**src/rtl/xosc_pkg.sv**
```systemverilog
package xosc_pkg;

  // Settling threshold: field scaled by a power of two.
  function automatic int unsigned settle_cycles(input int unsigned field, input int unsigned scale_lg);
    return field << scale_lg;
  endfunction

  // Divider terminal test: selector encodes period minus one.
  function automatic logic div_terminal(input int unsigned count, input int unsigned sel);
    return count == sel;
  endfunction

endpackage

```
**src/rtl/xosc_regs.sv**
```systemverilog
module xosc_regs #(
  parameter int EOC_W = 8,
  parameter int DIV_W = 5
) (
  input  logic             clk,
  input  logic             rst_n,
  input  logic             wr_en,
  input  logic [EOC_W-1:0] wr_eoc,
  input  logic             wr_mask,
  input  logic [DIV_W-1:0] wr_div,
  input  logic             wr_byp,
  input  logic             wr_pend_clr,
  input  logic             done_evt,
  output logic [EOC_W-1:0] eoc_q,
  output logic             mask_q,
  output logic [DIV_W-1:0] div_q,
  output logic             byp_q,
  output logic             pend_q
);

  always_ff @(posedge clk or negedge rst_n) begin
    if (!rst_n) begin
      eoc_q  <= '0;
      mask_q <= 1'b0;
      div_q  <= '0;
    end else if (wr_en) begin
      eoc_q  <= wr_eoc;
      mask_q <= wr_mask;
      div_q  <= wr_div;
    end
  end

  // Sticky bypass: set by write, cleared by reset only.
  always_ff @(posedge clk or negedge rst_n) begin
    if (!rst_n)                byp_q <= 1'b0;
    else if (wr_en && wr_byp)  byp_q <= 1'b1;
  end

  // Pending flag: completion has priority over a clearing write.
  always_ff @(posedge clk or negedge rst_n) begin
    if (!rst_n)                      pend_q <= 1'b0;
    else if (done_evt)               pend_q <= 1'b1;
    else if (wr_en && wr_pend_clr)   pend_q <= 1'b0;
  end

endmodule

```
**src/rtl/xosc_startup.sv**
```systemverilog
module xosc_startup #(
  parameter int EOC_W    = 8,
  parameter int SCALE_LG = 9
) (
  input  logic             clk,
  input  logic             rst_n,
  input  logic             osc_en,
  input  logic [EOC_W-1:0] eoc,
  output logic             stable,
  output logic             start_evt,
  output logic             done_evt
);

  localparam int CNT_W = EOC_W + SCALE_LG;

  logic             en_q;
  logic [CNT_W-1:0] cnt;
  logic [CNT_W-1:0] limit;

  assign limit     = CNT_W'(xosc_pkg::settle_cycles(32'(eoc), SCALE_LG));
  assign start_evt = osc_en && !en_q;
  assign done_evt  = osc_en && en_q && !stable && (cnt == limit);

  always_ff @(posedge clk or negedge rst_n) begin
    if (!rst_n) begin
      en_q   <= 1'b0;
      cnt    <= '0;
      stable <= 1'b0;
    end else begin
      en_q <= osc_en;
      if (!osc_en || start_evt) begin
        cnt    <= '0;
        stable <= 1'b0;
      end else if (done_evt) begin
        stable <= 1'b1;
      end else if (!stable) begin
        cnt <= cnt + 1'b1;
      end
    end
  end

endmodule

```
**src/rtl/xosc_divider.sv**
```systemverilog
module xosc_divider #(
  parameter int DIV_W = 5
) (
  input  logic             clk,
  input  logic             rst_n,
  input  logic             run,
  input  logic [DIV_W-1:0] div_sel,
  output logic             tc_evt
);

  logic [DIV_W-1:0] dcnt;
  logic [DIV_W-1:0] act_sel;

  assign tc_evt = run && xosc_pkg::div_terminal(32'(dcnt), 32'(act_sel));

  // The active selector reloads only at a terminal count or while idle.
  always_ff @(posedge clk or negedge rst_n) begin
    if (!rst_n) begin
      dcnt    <= '0;
      act_sel <= '0;
    end else if (!run || tc_evt) begin
      dcnt    <= '0;
      act_sel <= div_sel;
    end else begin
      dcnt <= dcnt + 1'b1;
    end
  end

endmodule

```
**src/rtl/xosc_ctl.sv**
```systemverilog
module xosc_ctl #(
  parameter int EOC_W    = 8,
  parameter int SCALE_LG = 9,
  parameter int DIV_W    = 5
) (
  input  logic             clk,
  input  logic             rst_n,
  input  logic             osc_en,
  input  logic             ext_clk,
  input  logic             wr_en,
  input  logic [EOC_W-1:0] wr_eoc,
  input  logic             wr_mask,
  input  logic [DIV_W-1:0] wr_div,
  input  logic             wr_byp,
  input  logic             wr_pend_clr,
  output logic             osc_ready,
  output logic             osc_irq,
  output logic             pend_flag,
  output logic             byp_flag,
  output logic             clk_out,
  output logic             div_ce
);

  logic [EOC_W-1:0] eoc_q;
  logic [DIV_W-1:0] div_q;
  logic             mask_q;
  logic             stable_q;
  logic             start_evt;
  logic             done_evt;
  logic             path_on;

  xosc_regs #(.EOC_W(EOC_W), .DIV_W(DIV_W)) u_regs (
    .clk(clk), .rst_n(rst_n), .wr_en(wr_en), .wr_eoc(wr_eoc),
    .wr_mask(wr_mask), .wr_div(wr_div), .wr_byp(wr_byp),
    .wr_pend_clr(wr_pend_clr), .done_evt(done_evt),
    .eoc_q(eoc_q), .mask_q(mask_q), .div_q(div_q),
    .byp_q(byp_flag), .pend_q(pend_flag)
  );

  xosc_startup #(.EOC_W(EOC_W), .SCALE_LG(SCALE_LG)) u_start (
    .clk(clk), .rst_n(rst_n), .osc_en(osc_en), .eoc(eoc_q),
    .stable(stable_q), .start_evt(start_evt), .done_evt(done_evt)
  );

  assign path_on = osc_en || byp_flag;

  xosc_divider #(.DIV_W(DIV_W)) u_div (
    .clk(clk), .rst_n(rst_n), .run(path_on), .div_sel(div_q),
    .tc_evt(div_ce)
  );

  assign clk_out   = path_on ? ext_clk : 1'b0;
  assign osc_ready = stable_q || byp_flag;
  assign osc_irq   = pend_flag && mask_q;

endmodule

```
**config.mk**
```make
export PLATFORM = sky130hd
export DESIGN_NAME = xosc_ctl
export DESIGN_NICKNAME = d
export VERILOG_FILES = /design/src/rtl/xosc_pkg.sv /design/src/rtl/xosc_regs.sv /design/src/rtl/xosc_startup.sv /design/src/rtl/xosc_divider.sv /design/src/rtl/xosc_ctl.sv
export SDC_FILE = /design/constraint.sdc
export NUM_CORES = 1
export LEC_CHECK = 0
export ABC_CLOCK_PERIOD_IN_PS = 2700
export BUFFER_PORTS_ARGS = -buffer_cell sky130_fd_sc_hd__buf_2
export CORE_ASPECT_RATIO = 1.75
export CORE_MARGIN = 1
export CORE_UTILIZATION = 57
export DETAILED_ROUTE_END_ITERATION = 7
export PLACE_DENSITY = 0.89
export SETUP_SLACK_MARGIN = 0.1
export SYNTH_ARGS = -nofsm -noshare
export SYNTH_HDL_FRONTEND = slang
export SYNTH_SLANG_ARGS = --single-unit
```
**constraint.sdc**
```tcl
create_clock -name clk -period 2.7 [get_ports clk]
set_clock_uncertainty 0.15 [all_clocks]
set_input_delay 0.405 -clock clk [delete_from_list [all_inputs] [get_ports clk]]
set_output_delay 0.405 -clock clk [all_outputs]
set_load 0.05 [all_outputs]
```
==> results of run 1 <==
state kept, by name, summed over array words and instances, names as in the netlist:
signal and flops:
u_regs.mask_q 1, u_regs.byp_q 1, u_regs.pend_q 1, u_regs.eoc_q 8
u_start.stable 1, u_div.act_sel 5, u_div.dcnt 5, u_regs.div_q 5
u_start.en_q 1, u_start.cnt 17
layer usage:
metal	track usage, %	vias to the layer above	wire length, um
li1	-	757	-
met1	28.9	804	1700
met2	47.6	55	2600
met3	4.37	18	202
met4	15.8	0	195
met5	0	-	0
stage by stage:
stage               setup slack [ns]  hold slack, ns  util [%]  total power (W)
floorplan                      0.643         -0.0406         -          0.00115
global placement               0.703           0.332      64.6          0.00124
detailed placement             0.650           0.331      64.6          0.00126
CTS                            0.542           0.123      67.0          0.00168
global route                   0.442           0.128      67.0          0.00176
finish                         0.540           0.106      67.0          0.00167
layout make-up:
class	count	area, sq um
Clock buffer	6	72.6
Clock inverter	2	15.0
Fill cell	274	1200
Inverter	5	18.8
Multi-Input combinational cell	140	1010
Sequential cell	45	1130
Tap cell	46	57.6
Timing Repair Buffer	26	130
cells in the final DEF (no fill, tap or decap), types with 2 or more instances in the layout:
cell type / n
or3_2: 2
o41ai_1: 2
nor2_1: 19
o21ai_0: 3
inv_1: 5
and3_1: 5
a21oi_1: 5
xor2_1: 18
nor4_1: 8
a41o_1: 2
a31oi_1: 3
dfrtp_1: 45
buf_2: 26
and2_1: 2
xnor2_1: 6
nor3_1: 3
ha_1: 3
nand3_1: 7
clkinvlp_4: 2
nand2_1: 13
nor2b_1: 2
a31o_2: 2
clkbuf_8: 5
nand4b_1: 2
or3_1: 2
mux2_2: 19
nand4_1: 2
power by group through the flow:
stage	Clock [W]	Combinational, W	Sequential (W)
finish	0.000418	0.000388	0.000867
global route	0.000449	0.000437	0.000877
CTS	0.000422	0.000391	0.000867
detailed placement	0	0.000382	0.000877
global placement	0	0.000367	0.000874
floorplan	0	0.000298	0.000853
critical path, stage by stage, from the launching register on:
cell     delay, ns
dfrtp_1       0.44
xor2_1        0.18
nor2_1        0.19
nand4_1       0.12
nor2_1        0.11
buf_2         0.26
cell families (layout without fill, tap and decap cells):
group           after synthesis  after routing  share of synthesized area (%)
simple gates                 74             74                           18.8
flops                        45             45                           51.8
xor+xnor                     24             24                           9.67
compound gates               20             20                           6.44
mux                          19             19                           9.84
buf+inv                      10             39                           1.73
fa+ha+maj                     3              3                           1.73
worst max path at each step:
stage | from | end | cells after the start
floorplan | u_regs.byp_q$_DFFE_PN0P_ | clk_out | 2
global placement | u_start.stable$_DFFE_PN0P_ | u_start.cnt[16]$_DFFE_PN0P_ | 4
detailed placement | u_start.cnt[0]$_DFFE_PN0P_ | u_start.cnt[16]$_DFFE_PN0P_ | 5
CTS | u_div.dcnt[2]$_DFF_PN0_ | div_ce | 5
global route | u_div.dcnt[2]$_DFF_PN0_ | div_ce | 5
finish | u_div.dcnt[2]$_DFF_PN0_ | div_ce | 5
==> summary.txt, run 1 <==
Power and ir drop
  • Combinational share of power: 23.2%
  • Switching share of power: between 30% and 40%
  • Pint: between 0.001 and 0.0015 W
  • P_sw: approximately 0.00053 W
  • PD cells: around 690 mW/mm^2
  • P_leak: around 1.1 nW
  • Sequential share of power: between 50% and 60%
  • Worst VDD drop: just under 0.6 mV
  • Clk pwr share: 25.0%

Timing
  • Post-route clock period utilization: 80.0%
  • Max_slew headroom: 34.0%
  • Final setup vio count: 0
  • Tmin final: around 2.2 ns
  • Achievable Freq: between 400 and 500 MHz
  • Setup tns final: 0 ns
  • Hold Violations, Final: 0
  • Max-slew violations: 0
  • Worst slew pin tran: 0.991 ns
  • RSZ-0062 raised after global routing: no

Floorplan
  • Row count: 29
  • Die height: 83.7 um
  • Placeable Area: 0.00363 sq mm
  • Starting Density: around 60%
  • Top Ports: 27
  • Die Width: 48.7 um
  • Die area: between 0.004 and 0.005 sq mm

Synthesis
  • Yosys top cell by area: dfrtp_1
  • Area contributors post-synth: dfrtp_1, mux2_2, xor2_1
  • #FFs+latches synth: 45
  • Share of synthesized registers carrying an async set or reset: 100%
  • Top-count cell post-synth: dfrtp_1
  • Avg Cell Area, Syn: roughly 11 sq um
  • Post-Synthesis Cells: about 200
  • Top-area cell type share of the netlist area: approximately half
  • Sequential area share after synthesis: between 50% and 60%
  • Synth top cells by count: dfrtp_1, mux2_2, nor2_1
  • Area of the mapped netlist: between 0.002 and 0.0025 sq mm
  • Most frequently used flop master after synthesis: dfrtp_1
  • Number of enable flip-flop cells after synthesis: 0
  • Synth Warn #: 0
  • Synth cell types: 36
  • Post-Syn Nets: 219

Global route
  • Largest net degree at the start of global routing: 46
  • GRT Resource Usage Total: 26.7%
  • Total grt overflow: 0
  • Initial antenna violation count: 0
  • Vias in the first global route: roughly 1700
  • First-pass GRT wire length: between 8 and 9 mm

CTS
  • CTS root buf: clkbuf_8
  • Post-CTS setup buffer count: 0
  • Clk buf depth: 2
  • Clock slew seen by the registers of the worst setup and hold paths: 0.09 ns
  • Post-CTS sizing: 0
  • TritonCTS clock tree: done
  • CTS buffer count: 5
  • Worst-Skew Late Latency: ~0.3 ns
  • H-tree depth: 2
  • Sink Count: 45
  • Hold_buf cts: 0

Finish
  • Non-filler cells, final: 270
  • Layout cells sized above 1: about 28%
  • Design area: roughly 0.0024 sq mm
  • Antenna Cells: 0
  • Nets: around 250
  • Area delta synth->final: 11.8%

Setup path
  • Worst EP arrival: between 1.5 and 2 ns
  • Crit start category: register
  • CP Capture Type: primary output
  • Critical Path RT: roughly 2.1 ns
  • R2R Setup Slk: 0.61 ns
  • Reg-to-Reg End: u_start.cnt[2]$_DFFE_PN0P_
  • Worst Path Max Fanout: 4
  • Setup CP Type: register to primary output
  • R2r startpoint: u_start.cnt[5]$_DFFE_PN0P_
  • R2r worst-path depth: 4

Place
  • Input/output buffers: 26
  • Final HPWL DP: ~3.3 mm
  • Post-DP Area: 0.00234 sq mm
  • Cells after DPL: roughly 260
  • Gpl congestion: about 0.90

Flow run
  • Total of max-cap violations: 0

Detailed routing
  • Routed via count: approximately 1600
  • DR WL/cell: roughly 17 um
  • Drt total wl: approximately 4.7 mm
  • Detailed Routing Iterations Pass 1: 4
  • Vias per cell: just over 6
  • Initial DRC count: 50
  • Drc violations: 0
  • Routed Antenna Nets: 0

Run status
  • Status: completed

Worst hold path
  • Hold/Removal Path Class: primary input to asynchronous set/reset pin
No activity file was read; power rests on OpenSTA's default activity.
==> run 2: changes to the inputs <==
--- a/config.mk
+++ b/config.mk
@@ -5,7 +5,7 @@
 export SDC_FILE = /design/constraint.sdc
 export NUM_CORES = 1
 export LEC_CHECK = 0
-export ABC_CLOCK_PERIOD_IN_PS = 2700
+export ABC_CLOCK_PERIOD_IN_PS = 2200
 export BUFFER_PORTS_ARGS = -buffer_cell sky130_fd_sc_hd__buf_2
 export CORE_ASPECT_RATIO = 1.75
 export CORE_MARGIN = 1
==> constraint.sdc (replaced) <==
create_clock -name clk -period 2.2 [get_ports clk]
set_clock_uncertainty 0.15 [all_clocks]
set_input_delay 0.33 -clock clk [delete_from_list [all_inputs] [get_ports clk]]
set_output_delay 0.33 -clock clk [all_outputs]
set_load 0.05 [all_outputs]
==> summary.txt, run 2 (synthesis gave the netlist of run 1 again) <==
CTS
  • Sink Count: 45 (unchanged)
  • Clk buf depth: 2 (unchanged)
  • CTS root buf: clkbuf_8
  • H-tree depth: 2 (unchanged)
  • Worst-Skew Late Latency: 0.30 ns (about the same)
  • TritonCTS clock tree: done
  • CTS buffer count: 5 (unchanged)
  • Clock slew seen by the registers of the worst setup and hold paths: 0.08 ns (about the same)

Detailed routing
  • Drc violations: 0 (unchanged)
  • Wire length on met1: 1.70 mm (-0.29%)
  • Vias per cell: 6.11 (+0.95%)
  • Drt total wl: 4.98 mm (+5.9%)
  • Met3 WL: 234 um (+16%)
  • Initial DRC count: 79 (+58%)
  • Routed Antenna Nets: 0 (unchanged)
  • DR WL/cell: 18.2 um (+4.4%)
  • Top sig layer: met4
  • Met2 wire length: 2.76 mm (+6.0%)
  • Detailed Routing Iterations Pass 1: 4 (unchanged)
  • Routed via count: 1674 (+2.4%)

Timing
  • Worst slew pin tran: 0.540 ns (-0.451 ns)
  • Tmin final: 2.05 ns
  • Final hold slack: 0.0548 ns (-0.0517 ns)
  • Final worst-path setup slack: 0.146 ns (-0.394 ns)
  • RSZ-0062 raised after global routing: yes
  • Final setup vio count: 0 (unchanged)
  • Hold Violations, Final: 0 (unchanged)
  • Achievable Freq: a little under 500 MHz
  • Max_slew headroom: 64.0% (+30 points)
  • Max-slew violations: 0 (unchanged)
  • Post-route clock period utilization: ~93%
  • Setup tns final: 0 ns (unchanged)

Finish
  • Area delta synth->final: 15.5%
  • Nets: 252 (+2.0%)
  • Layout cells sized above 1: 30.7% (+3.0 points)
  • Most flops, register: u_start.cnt
  • Top flop regs: u_start.cnt: 17 flops, u_regs.eoc_q: 8 flops
  • Antenna Cells: 0 (unchanged)
  • Most frequent cells in the layout: dfrtp_1, buf_2, mux2_2
  • Non-filler cells, final: 274 (+1.5%)
  • Max FFs per register: 17 (unchanged)
  • Most common cell after layout, fill and taps aside: dfrtp_1

Global route
  • GRT Resource Usage Total: 26.8% (+0.090 points)
  • First-pass GRT wire length: 8.13 mm (+0.86%)
  • Largest net degree at the start of global routing: 24 (-48%)
  • Initial antenna violation count: 0 (unchanged)
  • Vias in the first global route: 1750 (+3.3%)
  • Total grt overflow: 0 (unchanged)

Place
  • Gpl congestion: 0.940 (+3.9%)
  • Placement Setup Slack: 0.192 ns (-0.458 ns)
  • Final HPWL DP: 3.45 mm (+4.5%)
  • Cells after DPL: 266 (+1.5%)
  • Input/output buffers: 26 (unchanged)

Flow run
  • Total of max-cap violations: 0 (unchanged)

Setup path
  • Worst EP arrival: 2.10 ns (+0.49 ns)
  • Critical Path RT: 2.24 ns (+0.10 ns)
  • Setup CP Type: register to register
  • CP top delay family: simple AND/OR/NAND/NOR gates
  • Crit start category: register
  • CP bufs+invs: 1 (unchanged)
  • Worst path max stage delay: 0.45 ns (about the same)
  • Worst Path Max Fanout: 11 (+7)
  • Worst path slowest cell: or3_2
  • CP Capture Type: register
  • Critical path cell sequence: buf_4, or3_2, nor4_2, nand3_1, a22o_2

Worst hold path
  • Hold/Removal Path Class: primary input to register

Power and ir drop
  • Switching share of power: 31.7% (-0.13 points)
  • Worst VDD drop: 0.695 mV (+17%)
  • P_leak: 1.19 nW (+3.9%)
  • PD cells: 851 mW/mm^2 (+24%)
  • Clk pwr share: 24.1% (-0.9 points)
  • Total power: 0.00214 W (+28%)
  • Combinational share of power: 25.0% (+1.8 points)
  • Sequential share of power: 50.9% (-0.9 points)
  • Pint: 0.00146 W (+28%)
  • P_sw: 0.000677 W (+27%)

Floorplan
  • Die Width: 48.7 um (unchanged)
  • Die height: 83.7 um (unchanged)
  • Starting Density: 59.9% (unchanged)
  • Placeable Area: 0.00363 sq mm (unchanged)
  • Top Ports: 27 (unchanged)
  • Die area: 0.00408 sq mm (unchanged)
  • Row count: 29 (unchanged)

Run status
  • Status: completed
## run 2: power by group through the flow
stage / clock network (W) / logic, W / registers (W)
final: 0.000515 / 0.000535 / 0.00109
after global routing: 0.000546 / 0.000595 / 0.00110
after CTS: 0.000514 / 0.000492 / 0.00107
after detailed placement: 0 / 0.000483 / 0.00108
after global placement: 0 / 0.000455 / 0.00107
after floorplan: 0 / 0.000366 / 0.00105
## run 2: metal layers
metal	vias up	GRT usage, %
met3	23	4.92
met1	815	28.0
li1	756	-
met5	-	0
met2	80	46.6
met4	0	19.5
## run 2: per-stage QoR
stage                     cell area [sq um]  utilization (%)
after floorplan                        2170                -
after global placement                 2390             65.8
after detailed placement               2390             65.8
after CTS                              2480             68.4
after global routing                   2510             69.2
final                                  2510             69.2
## run 2: what timing repair did
action                                  in CTS  in global routing
hold buffers                                 1                  0
resized for setup                            0                  7
endpoints found under the setup margin       0                  6
setup buffers                                0                  0
endpoints found under the hold margin       22                  0
## run 2: final timing paths
kind                       cells past startpoint  slack (ns)                         from                     endpoint
setup / recovery                               5        0.15   u_start.stable$_DFFE_PN0P_   u_start.cnt[2]$_DFFE_PN0P_
hold / removal                                 1        0.05                       osc_en       u_start.en_q$_DFF_PN0_
setup reg to reg                               5        0.15   u_start.stable$_DFFE_PN0P_   u_start.cnt[2]$_DFFE_PN0P_
hold reg to reg                                1        0.36  u_regs.div_q[4]$_DFFE_PN0P_  u_regs.div_q[4]$_DFFE_PN0P_
max in group asynchronous                      3        1.00                        rst_n      u_div.dcnt[1]$_DFF_PN0_
min in group asynchronous                      2        0.39                        rst_n  u_start.cnt[14]$_DFFE_PN0P_
## run 2: worst reg2reg max path, cell delays in order, from the launching register on
cell and delay, ns:
dfrtp_1 0.39, buf_4 0.17, or3_2 0.45, nor4_2 0.34, nand3_1 0.18, a22o_2 0.27
## run 2: layout make-up
cell class                 count  area [sq um]
multi-input combinational    140          1040
tap                           46          57.6
inverter                       5          18.8
sequential                    45          1130
clock buffer                   7          86.3
fill                         254          1120
timing repair buffer          31           185
==> run 3: changes to the inputs <==
--- a/config.mk
+++ b/config.mk
@@ -11,8 +11,10 @@
 export CORE_MARGIN = 1
 export CORE_UTILIZATION = 57
 export DETAILED_ROUTE_END_ITERATION = 7
+export HOLD_SLACK_MARGIN = 0.15
 export PLACE_DENSITY = 0.89
 export SETUP_SLACK_MARGIN = 0.1
 export SYNTH_ARGS = -nofsm -noshare
 export SYNTH_HDL_FRONTEND = slang
 export SYNTH_SLANG_ARGS = --single-unit
+export TNS_END_PERCENT = 10
==> summary.txt, run 3 (synthesis gave the netlist of run 1 again) <==
Setup path
  • Critical path cell sequence: buf_4, or3_2, nor4_2, nand3_1, a22o_2
  • Worst Path Max Fanout: 11 (unchanged)
  • Setup CP Type: register to register
  • Worst EP arrival: 2.15 ns (+0.05 ns)
  • Worst path slowest cell: or3_2
  • Critical Path RT: 2.24 ns (about the same)
  • Crit start category: register
  • CP bufs+invs: 1 (unchanged)
  • CP Capture Type: register
  • Worst path max stage delay: 0.46 ns (about the same)
  • CP top delay family: simple AND/OR/NAND/NOR gates
  • R2R Setup Slk: 0.09 ns (-0.06 ns)

Finish
  • Finished Core Util: 74.4% (+5.2 points)
  • Max FFs per register: 17 (unchanged)
  • Layout cells sized above 1: 29.1% (-1.6 points)
  • Most flops, register: u_start.cnt
  • # fillers: 208 (-18%)
  • Most frequent cells in the layout: dfrtp_1, buf_2, mux2_2
  • Most common cell after layout, fill and taps aside: dfrtp_1
  • Nets: 271 (+7.5%)
  • Top flop regs: u_start.cnt: 17 flops, u_regs.eoc_q: 8 flops
  • Area delta synth->final: 24.2%
  • Antenna Cells: 0 (unchanged)

CTS
  • TritonCTS clock tree: done
  • Clk buf depth: 2 (unchanged)
  • Sink Count: 45 (unchanged)
  • Clock slew seen by the registers of the worst setup and hold paths: 0.08 ns (about the same)
  • Worst-Skew Late Latency: 0.30 ns (about the same)
  • CTS buffer count: 5 (unchanged)
  • H-tree depth: 2 (unchanged)
  • CTS root buf: clkbuf_8

Global route
  • Initial antenna violation count: 0 (unchanged)
  • First-pass GRT wire length: 9.11 mm (+12%)
  • Total grt overflow: 0 (unchanged)
  • Vias in the first global route: 1909 (+9.1%)
  • Largest net degree at the start of global routing: 24 (unchanged)
  • GRT Resource Usage Total: 30.1% (+3.3 points)

Detailed routing
  • Drt total wl: 5.89 mm (+18%)
  • Routed via count: 1867 (+12%)
  • DR WL/cell: 20.1 um (+11%)
  • Drc violations: 0 (unchanged)
  • Detailed Routing Iterations Pass 1: 4 (unchanged)
  • Initial DRC count: 77 (-2.5%)
  • Routed Antenna Nets: 0 (unchanged)
  • Vias per cell: 6.37 (+4.3%)

Floorplan
  • Die area: 0.00408 sq mm (unchanged)
  • Starting Density: 59.9% (unchanged)
  • Die Width: 48.7 um (unchanged)
  • Row count: 29 (unchanged)
  • Top Ports: 27 (unchanged)
  • Die height: 83.7 um (unchanged)
  • Placeable Area: 0.00363 sq mm (unchanged)

Power and ir drop
  • Worst VDD drop: 0.695 mV (+0.12%)
  • PD cells: 834 mW/mm^2 (-1.9%)
  • P_leak: 1.27 nW (+7.1%)

Run status
  • Status: completed

Place
  • Gpl congestion: 0.940 (unchanged)
  • Final HPWL DP: 3.45 mm (unchanged)
  • Input/output buffers: 26 (unchanged)

Timing
  • Max-slew violations: 0 (unchanged)
  • Setup tns final: 0 ns (unchanged)
  • Max_slew headroom: 56.9% (-7.1 points)
  • Final setup vio count: 0 (unchanged)
  • Hold Violations, Final: 0 (unchanged)
  • Achievable Freq: 473 MHz (-2.7%)
  • Tmin final: 2.11 ns (+0.0576 ns)
  • Post-route clock period utilization: 96.0% (+2.6 points)
  • RSZ-0062 raised after global routing: yes
  • Worst slew pin tran: 0.640 ns (+0.100 ns)

Flow run
  • Total of max-cap violations: 0 (unchanged)

Worst hold path
  • Hold/Removal Path Class: primary input to register
==> run 3: cell count changes in the layout (fill, tap and decap cells not counted) <==
cell / change
nor2_1: -1
buf_4: +1
nor2_2: +1
dlygate4sd3_1: +17
buf_6: +1
ha_1: +1
ha_2: -1
==> run 3: metal layers <==
metal	wire (um)	GRT usage, %	vias to the layer above
li1	-	-	798
met4	437	17.6	0
met2	3130	54.8	115
met3	362	5.65	46
met1	1960	31.0	908
met5	0	0	-
==> run 3: timing repair <==
action | 4_1_cts | 5_1_grt
hold buffers | 18 | 0
buffers inserted | 0 | 2
endpoints found under the hold margin | 39 | 0
gates resized for setup | 0 | 8
setup endpoints to repair | 0 | 7
==> run 3: per-stage QoR <==
| step | power [W] | setup slack, ns | hold WS [ns] | area, sq um | std cells |
|---|---|---|---|---|---|
| 6_report | 0.00225 | 0.0879 | 0.338 | 2700 | 293 |
| 5_1_grt | 0.00234 | 0.0623 | 0.359 | 2700 | 293 |
| 4_1_cts | 0.00210 | 0.121 | 0.338 | 2650 | 291 |
| 3_5_place_dp | 0.00156 | 0.192 | 0.189 | 2390 | 266 |
| 3_3_place_gp | 0.00153 | 0.237 | 0.189 | 2390 | 266 |
| 2_1_floorplan | 0.00141 | 0.218 | -0.116 | 2170 | 195 |
==> run 3: cell type report <==
| class | instances | area (sq um) | area share (%) |
|---|---|---|---|
| Sequential cell | 45 | 1130 | 41.7 |
| Multi-Input combinational cell | 140 | 1040 | 38.4 |
| Timing Repair Buffer | 50 | 374 | 13.9 |
| Inverter | 5 | 18.8 | 0.695 |
| Clock buffer | 7 | 86.3 | 3.20 |
| Tap cell | 46 | 57.6 | 2.13 |
==> run 3: worst paths after layout <==
kind                                              from                     endpoint  cells past startpoint
setup / recovery            u_start.stable$_DFFE_PN0P_   u_start.cnt[2]$_DFFE_PN0P_                      5
hold / removal                                   wr_en     u_regs.byp_q$_DFFE_PN0P_                      2
setup reg to reg            u_start.stable$_DFFE_PN0P_   u_start.cnt[2]$_DFFE_PN0P_                      5
hold reg to reg            u_regs.div_q[4]$_DFFE_PN0P_  u_regs.div_q[4]$_DFFE_PN0P_                      1
max in group asynchronous                        rst_n      u_div.dcnt[3]$_DFF_PN0_                      3
min in group asynchronous                        rst_n  u_start.cnt[14]$_DFFE_PN0P_                      2
==> run 3: power by group <==
part	total [W]	switching, W	internal (W)
registers	0.00109	0.000134	0.000952
clock network	0.000515	0.000266	0.000249
logic	0.000652	0.000335	0.000317
